## src/rtl/mux_bus_seq.sv

```systemverilog
module mux_bus_seq #(
  parameter int ADDR_W = 16,
  parameter int DATA_W = 8
) (
  input  logic                     clk,
  input  logic                     rst_n,
  input  logic                     req,
  input  logic [ADDR_W-1:0]        req_addr,
  input  logic [DATA_W-1:0]        req_wdata,
  input  logic                     req_wr,
  input  logic                     req_io,
  input  logic                     req_fetch,
  output logic                     done,
  output logic [DATA_W-1:0]        rdata,
  input  logic                     ready,
  output logic                     ale,
  output logic                     rd_n,
  output logic                     wr_n,
  output logic                     io_m,
  output logic [1:0]               status,
  output logic [DATA_W-1:0]        ad_out,
  output logic                     ad_oe,
  input  logic [DATA_W-1:0]        ad_in,
  output logic [ADDR_W-DATA_W-1:0] a_hi
);
  localparam int HI_W = ADDR_W - DATA_W;

  typedef enum logic [2:0] {S_IDLE, S_T1, S_T2, S_TW, S_T3} bst_t;

  bst_t              st;
  logic              ph;
  logic              rdy_q;
  logic [ADDR_W-1:0] addr_q;
  logic [DATA_W-1:0] wdata_q;
  logic              wr_q, io_q, fetch_q;

  always_ff @(posedge clk or negedge rst_n) begin
    if (!rst_n) begin
      st      <= S_IDLE;
      ph      <= 1'b0;
      rdy_q   <= 1'b0;
      addr_q  <= '0;
      wdata_q <= '0;
      wr_q    <= 1'b0;
      io_q    <= 1'b0;
      fetch_q <= 1'b0;
      rdata   <= '0;
    end else if (st == S_IDLE) begin
      ph <= 1'b0;
      if (req) begin
        st      <= S_T1;
        addr_q  <= req_addr;
        wdata_q <= req_wdata;
        wr_q    <= req_wr & ~req_fetch;
        io_q    <= req_io;
        fetch_q <= req_fetch;
      end
    end else begin
      ph <= ~ph;
      if (!ph) begin
        if (st == S_T2 || st == S_TW) rdy_q <= ready;
        if (st == S_T3 && !wr_q) rdata <= ad_in;
      end else begin
        case (st)
          S_T1:       st <= S_T2;
          S_T2, S_TW: st <= rdy_q ? S_T3 : S_TW;
          default:    st <= S_IDLE;
        endcase
      end
    end
  end

  logic busy, strobe;
  assign busy   = (st != S_IDLE);
  assign strobe = (st == S_T2 && ph) || st == S_TW || st == S_T3;

  assign ale    = (st == S_T1) && !ph;
  assign io_m   = busy & io_q;
  assign status = !busy ? 2'b00 : fetch_q ? 2'b11 : wr_q ? 2'b01 : 2'b10;
  assign a_hi   = busy ? addr_q[ADDR_W-1 -: HI_W] : '0;
  assign ad_oe  = (st == S_T1) || (busy && wr_q);
  assign ad_out = (st == S_T1) ? addr_q[DATA_W-1:0] : wdata_q;
  assign rd_n   = ~(strobe & ~wr_q);
  assign wr_n   = ~(strobe & wr_q & ~(st == S_T3 && ph));
  assign done   = (st == S_T3) && ph;

  AST_DONE_PULSE: assert property (@(posedge clk) disable iff (!rst_n)
    done |=> !done);
  AST_ALE_PULSE: assert property (@(posedge clk) disable iff (!rst_n)
    ale |=> !ale);
  AST_STATUS_AT_ALE: assert property (@(posedge clk) disable iff (!rst_n)
    ale |-> (status != 2'b00));
  AST_STATUS_HELD: assert property (@(posedge clk) disable iff (!rst_n)
    (busy && !ale) |-> $stable({status, io_m, a_hi}));
  AST_STROBE_EXCL: assert property (@(posedge clk) disable iff (!rst_n)
    !(!rd_n && !wr_n));
  AST_WR_DATA_HOLD: assert property (@(posedge clk) disable iff (!rst_n)
    $rose(wr_n) |-> ad_oe);
  AST_WAIT_FROZEN: assert property (@(posedge clk) disable iff (!rst_n)
    (st == S_TW) |-> $stable({ale, rd_n, wr_n, ad_oe, ad_out, a_hi, io_m, status}));
  AST_RD_RELEASE: assert property (@(posedge clk) disable iff (!rst_n)
    done |=> rd_n);
  AST_NO_ACCEPT_BUSY: assert property (@(posedge clk) disable iff (!rst_n)
    (busy && req) |=> !ale);
endmodule

```

## config.mk

```make
export PLATFORM = sky130hd
export DESIGN_NAME = mux_bus_seq
export DESIGN_NICKNAME = d
export VERILOG_FILES = /design/src/rtl/mux_bus_seq.sv
export SDC_FILE = /design/constraint.sdc
export NUM_CORES = 1
export LEC_CHECK = 0
export ABC_AREA = 1
export BUFFER_PORTS_ARGS = -buffer_cell sky130_fd_sc_hd__clkbuf_2
export CAP_MARGIN = 20
export CORE_UTILIZATION = 41
export CTS_CLUSTER_DIAMETER = 200
export DETAILED_ROUTE_END_ITERATION = 7
export GPL_ROUTABILITY_DRIVEN = 0
export PLACE_DENSITY = 0.68
export SYNTH_ARGS = -nofsm -noshare
export SYNTH_HDL_FRONTEND = slang
export SYNTH_SLANG_ARGS = --single-unit
```

## constraint.sdc

```tcl
create_clock -name clk -period 2.15 [get_ports clk]
set_input_delay 0.3225 -clock clk [delete_from_list [all_inputs] [get_ports clk]]
set_output_delay 0.3225 -clock clk [all_outputs]
set_load 0.02 [all_outputs]
```

==> impl_metrics.py, run 1 <==
metrics = {
    "run_status": {
        "outcome": "finished clean",
    },
    "worst_setup_path": {
        "endpoint_kind": "output port",
        "cp_num_buf_inv": 2,
        "crit_family": "buffers and inverters",
        "crit_path_max_fanout": 13,
        "cp_data_arrival_time_ns": 1.68,
        "slowest_stage": "dfrtp_1",
        "crit_path_cell_trace": "nor2_4 > nand2_1 > inv_1 > o21ai_0 > clkbuf_2",
        "cpPeakStageDelay_ns": 0.47,
        "cp-start-kind": "register",
        "cp.required_ns": 1.83,
        "crit_type": "register to output port",
    },
    "logic_synthesis": {
        "yosysWarnings": 0,
        "syn_area_per_cell_um2": 8.65,
        "synth-seq-cells": 40,
        "syn_inst": 221,
        "synth_nets": 260,
        "synth_area_um2": 1910,
        "synthDistinctLibCells": 18,
        "synth_seq_area_share_pct": 52.4,
    },
    "layout": {
        "stdcell_count": 345,
        "area_growth_pct": 23.4,
        "design_area_um2": 2360,
        "n_antenna_cell": 0,
        "layout_commonest_cell": "nand2_1",
        "layout_common_cells": "nand2_1 (73), clkbuf_2 (70), dfrtp_1 (40)",
        "drive_above_1_share_pct": 37.2,
        "nNetsFinal": 331,
    },
    "global_route": {
        "antenna_found_initial": 0,
        "grt_max_degree": 43,
        "grt_pass1_wl_um": 6470,
        "track_usage_pct": 16.8,
        "grt.overflow.total": 0,
        "grt_pass1_vias": 1448,
    },
    "timing": {
        "fmax_mhz": 499,
        "final_hold_viol_count": 0,
        "finalCritPeriodShare_pct": 93.2,
        "final.setup.worst_slack_ns": 0.147,
        "setup_viol": 0,
        "period_needed_ns": 2.00,
        "finalSetupTns_ns": 0,
        "worst-slew-pin-transition_ns": 0.788,
        "rsz0062_at_grt": "false",
        "clock_skew_ns": 0.00623,
        "slew_headroom_pct": 47.5,
        "slew_viol_final": 0,
    },
    "clock_tree": {
        "clk_path_buf_depth": 2,
        "cts_hold_buf": 0,
        "cts_sinks": 40,
        "cts.repair.resized": 0,
        "cts_buffers": 5,
        "insertion_delay_ns": 0.30,
        "htree_levels": 2,
        "clk_pin_slew_ns": 0.08,
        "cts_root_buf": "clkbuf_8",
        "postCtsSetupBuffers": 0,
        "cts_tree": "yes",
    },
    "power": {
        "p_switching_mw": 1.74,
        "leakage_nw": 1.32,
        "sequentialPowerShare_pct": 34.6,
        "ir_drop_mv": 0.672,
        "combPwrFrac_pct": 51.3,
        "p_clk_share_pct": 14.1,
        "power_density_nw_per_um2": 1590,
        "sw_frac_of_total_pct": 46.4,
        "internal-power_mw": 2.00,
    },
    "place": {
        "portBuffers": 70,
        "dp_slack_ns": 0.454,
        "dp.cells": 337,
        "hpwl_um": 2780,
        "placed_cell_area_um2": 2260,
    },
    "detailed_routing": {
        "postRouteAntennaNets": 0,
        "first_pass_iters": 4,
        "drc": 0,
        "vias_per_cell": 4.51,
        "via_count": 1555,
        "wl_per_cell_um": 11.0,
        "drt-initial-drc-count": 102,
        "wl_um": 3780,
    },
    "floorplan": {
        "dieArea_um2": 4940,
        "dieHeight_um": 70.3,
        "io_pins": 71,
        "core_area_um2": 4410,
        "initial_core_util_pct": 43.3,
        "rows": 24,
        "die_w_um": 70.3,
    },
    "min_path": {
        "hp-class": "input pin to asynchronous set/reset pin",
    },
    "flow_run": {
        "cap_violations": 0,
    },
}
-- metal layers --
layer	global-route usage, %	vias up	wire, µm
met5	0	-	0
met4	7.33	0	75
met3	4.47	6	254
met2	25.8	46	1770
met1	22.3	688	1680
li1	-	815	-
-- flip-flops by register name, indices dropped and copies added, names as in the netlist, 3 cells and up --
name     cells
rdata        8
st           3
addr_q      16
wdata_q      8
-- area by class of cell --
class	count	area [µm²]
timing repair buffer	72	365
fill	435	2060
clock buffer	6	82.6
multi-input combinational	139	699
clock inverter	2	15.0
sequential	40	1000
inverter	34	130
tap	52	65.1
-- Yosys cell counts (all sizes together) --
cell | number | share of area [%]
nor2 | 18 | 4.1
inv | 34 | 6.8
o21ai | 36 | 14
nand3 | 6 | 2.2
a21oi | 4 | 1.0
nand4 | 1 | 0.65
dfrtp | 40 | 52
buf | 8 | 4.2
nand2 | 74 | 15
-- metrics by stage --
stage,hold slack (ns),util [%],total power [mW]
after floorplan,0.0269,-,2.76
after global placement,0.445,51.2,3.22
after detailed placement,0.452,51.2,3.25
after CTS,0.127,53.4,3.79
after global routing,0.172,53.4,4.06
final,0.0994,53.4,3.74
-- cell families (layout without fill, tap and decap cells) --
family | Yosys count | in the layout | synth area share [%]
buffers and inverters | 42 | 114 | 11.0
DFF | 40 | 40 | 52.4
and+or+nand+nor | 99 | 99 | 21.6
AOI/OAI and AO/OA | 40 | 40 | 15.0
-- final timing paths --
check,start,endpoint,slack [ns],cells past startpoint
hold reg to reg,rdata[2],rdata[2],0.48,2
min in group clk,req_wdata[6],wdata_q[6],0.21,3
setup reg to reg,st[2],addr_q[5],0.58,5
max in group asynchronous,rst_n,addr_q[1],1.47,2
setup / recovery,st[2],ad_oe,0.15,5
hold / removal,rst_n,wdata_q[2],0.1,1
-- power groups by stage --
stage	logic, mW	clock network, mW	registers [mW]
floorplan	1.39	0	1.37
global placement	1.92	0	1.30
detailed placement	1.95	0	1.31
CTS	1.95	0.544	1.29
global route	2.14	0.572	1.34
finish	1.92	0.528	1.29
-- worst register-to-register path, delay by kind of cell (launching register included) --
| kind | cells | cell delay [ns] |
|---|---|---|
| flip-flops | 1 | 0.47 |
| AND/OR/NAND/NOR | 3 | 0.54 |
| buffers and inverters | 1 | 0.42 |
| AO/OA/AOI/OAI | 1 | 0.08 |
No activity file was read; power rests on OpenSTA's default activity.
==> run 2, diff against run 1 <==
--- a/config.mk
+++ b/config.mk
@@ -12,7 +12,7 @@
 export CTS_CLUSTER_DIAMETER = 200
 export DETAILED_ROUTE_END_ITERATION = 7
 export GPL_ROUTABILITY_DRIVEN = 0
-export PLACE_DENSITY = 0.68
+export PLACE_DENSITY = 0.75
 export SYNTH_ARGS = -nofsm -noshare
 export SYNTH_HDL_FRONTEND = slang
 export SYNTH_SLANG_ARGS = --single-unit
==> constraint.sdc (replaced) <==
create_clock -name clk -period 1.8 [get_ports clk]
set_input_delay 0.27 -clock clk [delete_from_list [all_inputs] [get_ports clk]]
set_output_delay 0.27 -clock clk [all_outputs]
set_load 0.02 [all_outputs]
==> run 2 against run 1 <==
Against the previous run:
- the flow now finishes with violations (hold timing)
- worst hold slack lost 0.10 ns
- routed wire length rose by 2.4%
- combinational power up 28%
- sequential share of layout area decreased by 1.1 points
- die area unchanged
- largest cell class unchanged
- global-route usage grew 0.27 points
- utilization grew 1.6 points
- critical endpoint is now ad_out[3]
- clock power up 34%
- power increased by 26%
- critical path depth fell by 1
- register-to-register slack got worse by 0.40 ns
==> impl_metrics.py, run 2 (synthesis results as in run 1) <==
metrics = {
    "detailed_routing": {
        "via_count": 1636,
        "drc": 0,
        "first_pass_iters": 4,
        "wl_um": 3870,
        "vias_per_cell": 4.66,
        "postRouteAntennaNets": 0,
        "wl_per_cell_um": 11.0,
        "drt-initial-drc-count": 86,
    },
    "clock_tree": {
        "insertion_delay_ns": 0.29,
        "clk_pin_slew_ns": 0.08,
        "htree_levels": 2,
        "cts_root_buf": "clkbuf_8",
        "cts_buffers": 5,
        "cts_tree": "yes",
        "cts_sinks": 40,
        "clk_path_buf_depth": 2,
    },
    "power": {
        "sequentialPowerShare_pct": 33.1,
        "ir_drop_mv": 0.725,
        "sw_frac_of_total_pct": 44.9,
        "p_switching_mw": 2.12,
        "p_clk_share_pct": 15.0,
        "internal-power_mw": 2.60,
        "leakage_nw": 1.36,
        "combPwrFrac_pct": 51.9,
        "power_mw": 4.72,
        "power_density_nw_per_um2": 1940,
    },
    "layout": {
        "stdcell_count": 351,
        "layout_common_cells": "nand2_1 (72), clkbuf_2 (69), dfrtp_1 (37)",
        "area_growth_pct": 27.2,
        "layout_commonest_cell": "nand2_1",
        "design_area_um2": 2430,
        "drive_above_1_share_pct": 39.8,
        "n_antenna_cell": 0,
        "largest_register_ffs": 16,
        "nNetsFinal": 337,
        "regMostFlops": "addr_q",
        "final_util_pct": 55.1,
        "multi_input_area_um2": 707,
        "top_regs": "addr_q (16), rdata (8), wdata_q (8)",
        "nFillCells": 413,
        "regArea_um2": 1000,
    },
    "floorplan": {
        "die_w_um": 70.3,
        "dieArea_um2": 4940,
        "dieHeight_um": 70.3,
        "io_pins": 71,
        "initial_core_util_pct": 43.3,
        "rows": 24,
        "core_area_um2": 4410,
    },
    "worst_setup_path": {
        "cp-start-kind": "register",
        "reg2reg_to": "addr_q[1]",
        "reg2reg_from": "st[2]",
        "crit_path_max_fanout": 19,
        "cp_data_arrival_time_ns": 1.46,
        "crit_path_cell_trace": "nor2_4 > nand2_4 > o21ai_1 > clkbuf_2",
        "cp.required_ns": 1.53,
        "slowest_stage": "dfrtp_2",
        "reg2reg_depth": 7,
        "rrSetupSlack_ns": 0.18,
        "crit_type": "register to output port",
        "cpPeakStageDelay_ns": 0.45,
        "endpoint_kind": "output port",
    },
    "timing": {
        "slew_headroom_pct": 56.0,
        "setup_viol": 0,
        "clock_skew_ns": 0.00428,
        "final.setup.worst_slack_ns": 0.0680,
        "hold_slack_ns": -0.00317,
        "rsz0062_at_grt": "true",
        "finalCritPeriodShare_pct": 96.2,
        "period_needed_ns": 1.73,
        "worst-slew-pin-transition_ns": 0.660,
        "final_hold_viol_count": 4,
        "fmax_mhz": 577,
        "slew_viol_final": 0,
    },
    "global_route": {
        "grt_pass1_vias": 1545,
        "grt.overflow.total": 0,
        "grt_pass1_wl_um": 6650,
        "antenna_found_initial": 0,
        "grt_max_degree": 43,
        "track_usage_pct": 17.1,
    },
    "min_path": {
        "hp-class": "input pin to asynchronous set/reset pin",
    },
    "place": {
        "placed_cell_area_um2": 2270,
        "hpwl_um": 2850,
        "dp.cells": 338,
        "dp_slack_ns": 0.169,
        "portBuffers": 70,
    },
    "run_status": {
        "outcome": "finished with violations",
        "violations": "hold timing",
    },
    "flow_run": {
        "cap_violations": 0,
    },
}
## run 2: cell types whose count changed in the layout (fill, tap and decap cells not counted), sizes merged
cell	delta
buf	+7
bufinv	+1
clkbuf	-1
clkinv	+1
clkinvlp	-2
## run 2: timing repair
action,4_1_cts,5_1_grt
hold buffers,0,0
setup buffers,1,4
endpoints found under the setup margin,16,18
gates cloned,0,0
pin swaps,1,1
resized for setup,6,9
## run 2: per-stage QoR
stage,setup TNS [ns],hold slack [ns]
3_5_place_dp,0,0.341
2_1_floorplan,0,-0.0256
4_1_cts,0,0.0243
6_report,0,-0.00317
5_1_grt,-0.0907,0.0452
3_3_place_gp,0,0.330
## run 2: power groups by stage
stage | Clock [mW] | Sequential (mW) | Combinational [mW]
4_1_cts | 0.731 | 1.56 | 2.39
3_3_place_gp | 0 | 1.56 | 2.29
3_5_place_dp | 0 | 1.57 | 2.34
6_report | 0.708 | 1.56 | 2.45
5_1_grt | 0.771 | 1.62 | 2.74
2_1_floorplan | 0 | 1.64 | 1.66
## run 2: cell type report
type	instances	area share, %
Tap cell	52	2.68
Clock buffer	6	2.99
Multi-Input combinational cell	139	29.1
Clock inverter	2	1.44
Sequential cell	40	41.3
Timing Repair Buffer	78	17.0
Inverter	34	5.46
## run 2: critical path, delay by kind of cell (launching register included)
family                 cells  cell delay (ns)
flip-flops                 1             0.45
AND/OR/NAND/NOR            2             0.33
buffers and inverters      1             0.20
AO/OA/AOI/OAI              1             0.19
## run 2: worst max path at each step
stage	start	end	slack [ns]	depth (start not counted)
3_5_place_dp	st[2]	ad_out[3]	0.17	4
2_1_floorplan	st[2]	ad_out[0]	0.17	4
3_3_place_gp	st[2]	ad_out[3]	0.21	4
4_1_cts	st[1]	a_hi[6]	0.01	6
5_1_grt	st[2]	ad_out[5]	-0.03	4
6_report	st[2]	ad_out[3]	0.07	4
## run 2: routing by layer
| metal | global-route usage, % | wire length (µm) |
|---|---|---|
| met1 | 22.2 | 1770 |
| met2 | 27.3 | 1830 |
| met3 | 4.18 | 195 |
| met4 | 6.67 | 77 |
| met5 | 0 | 0 |
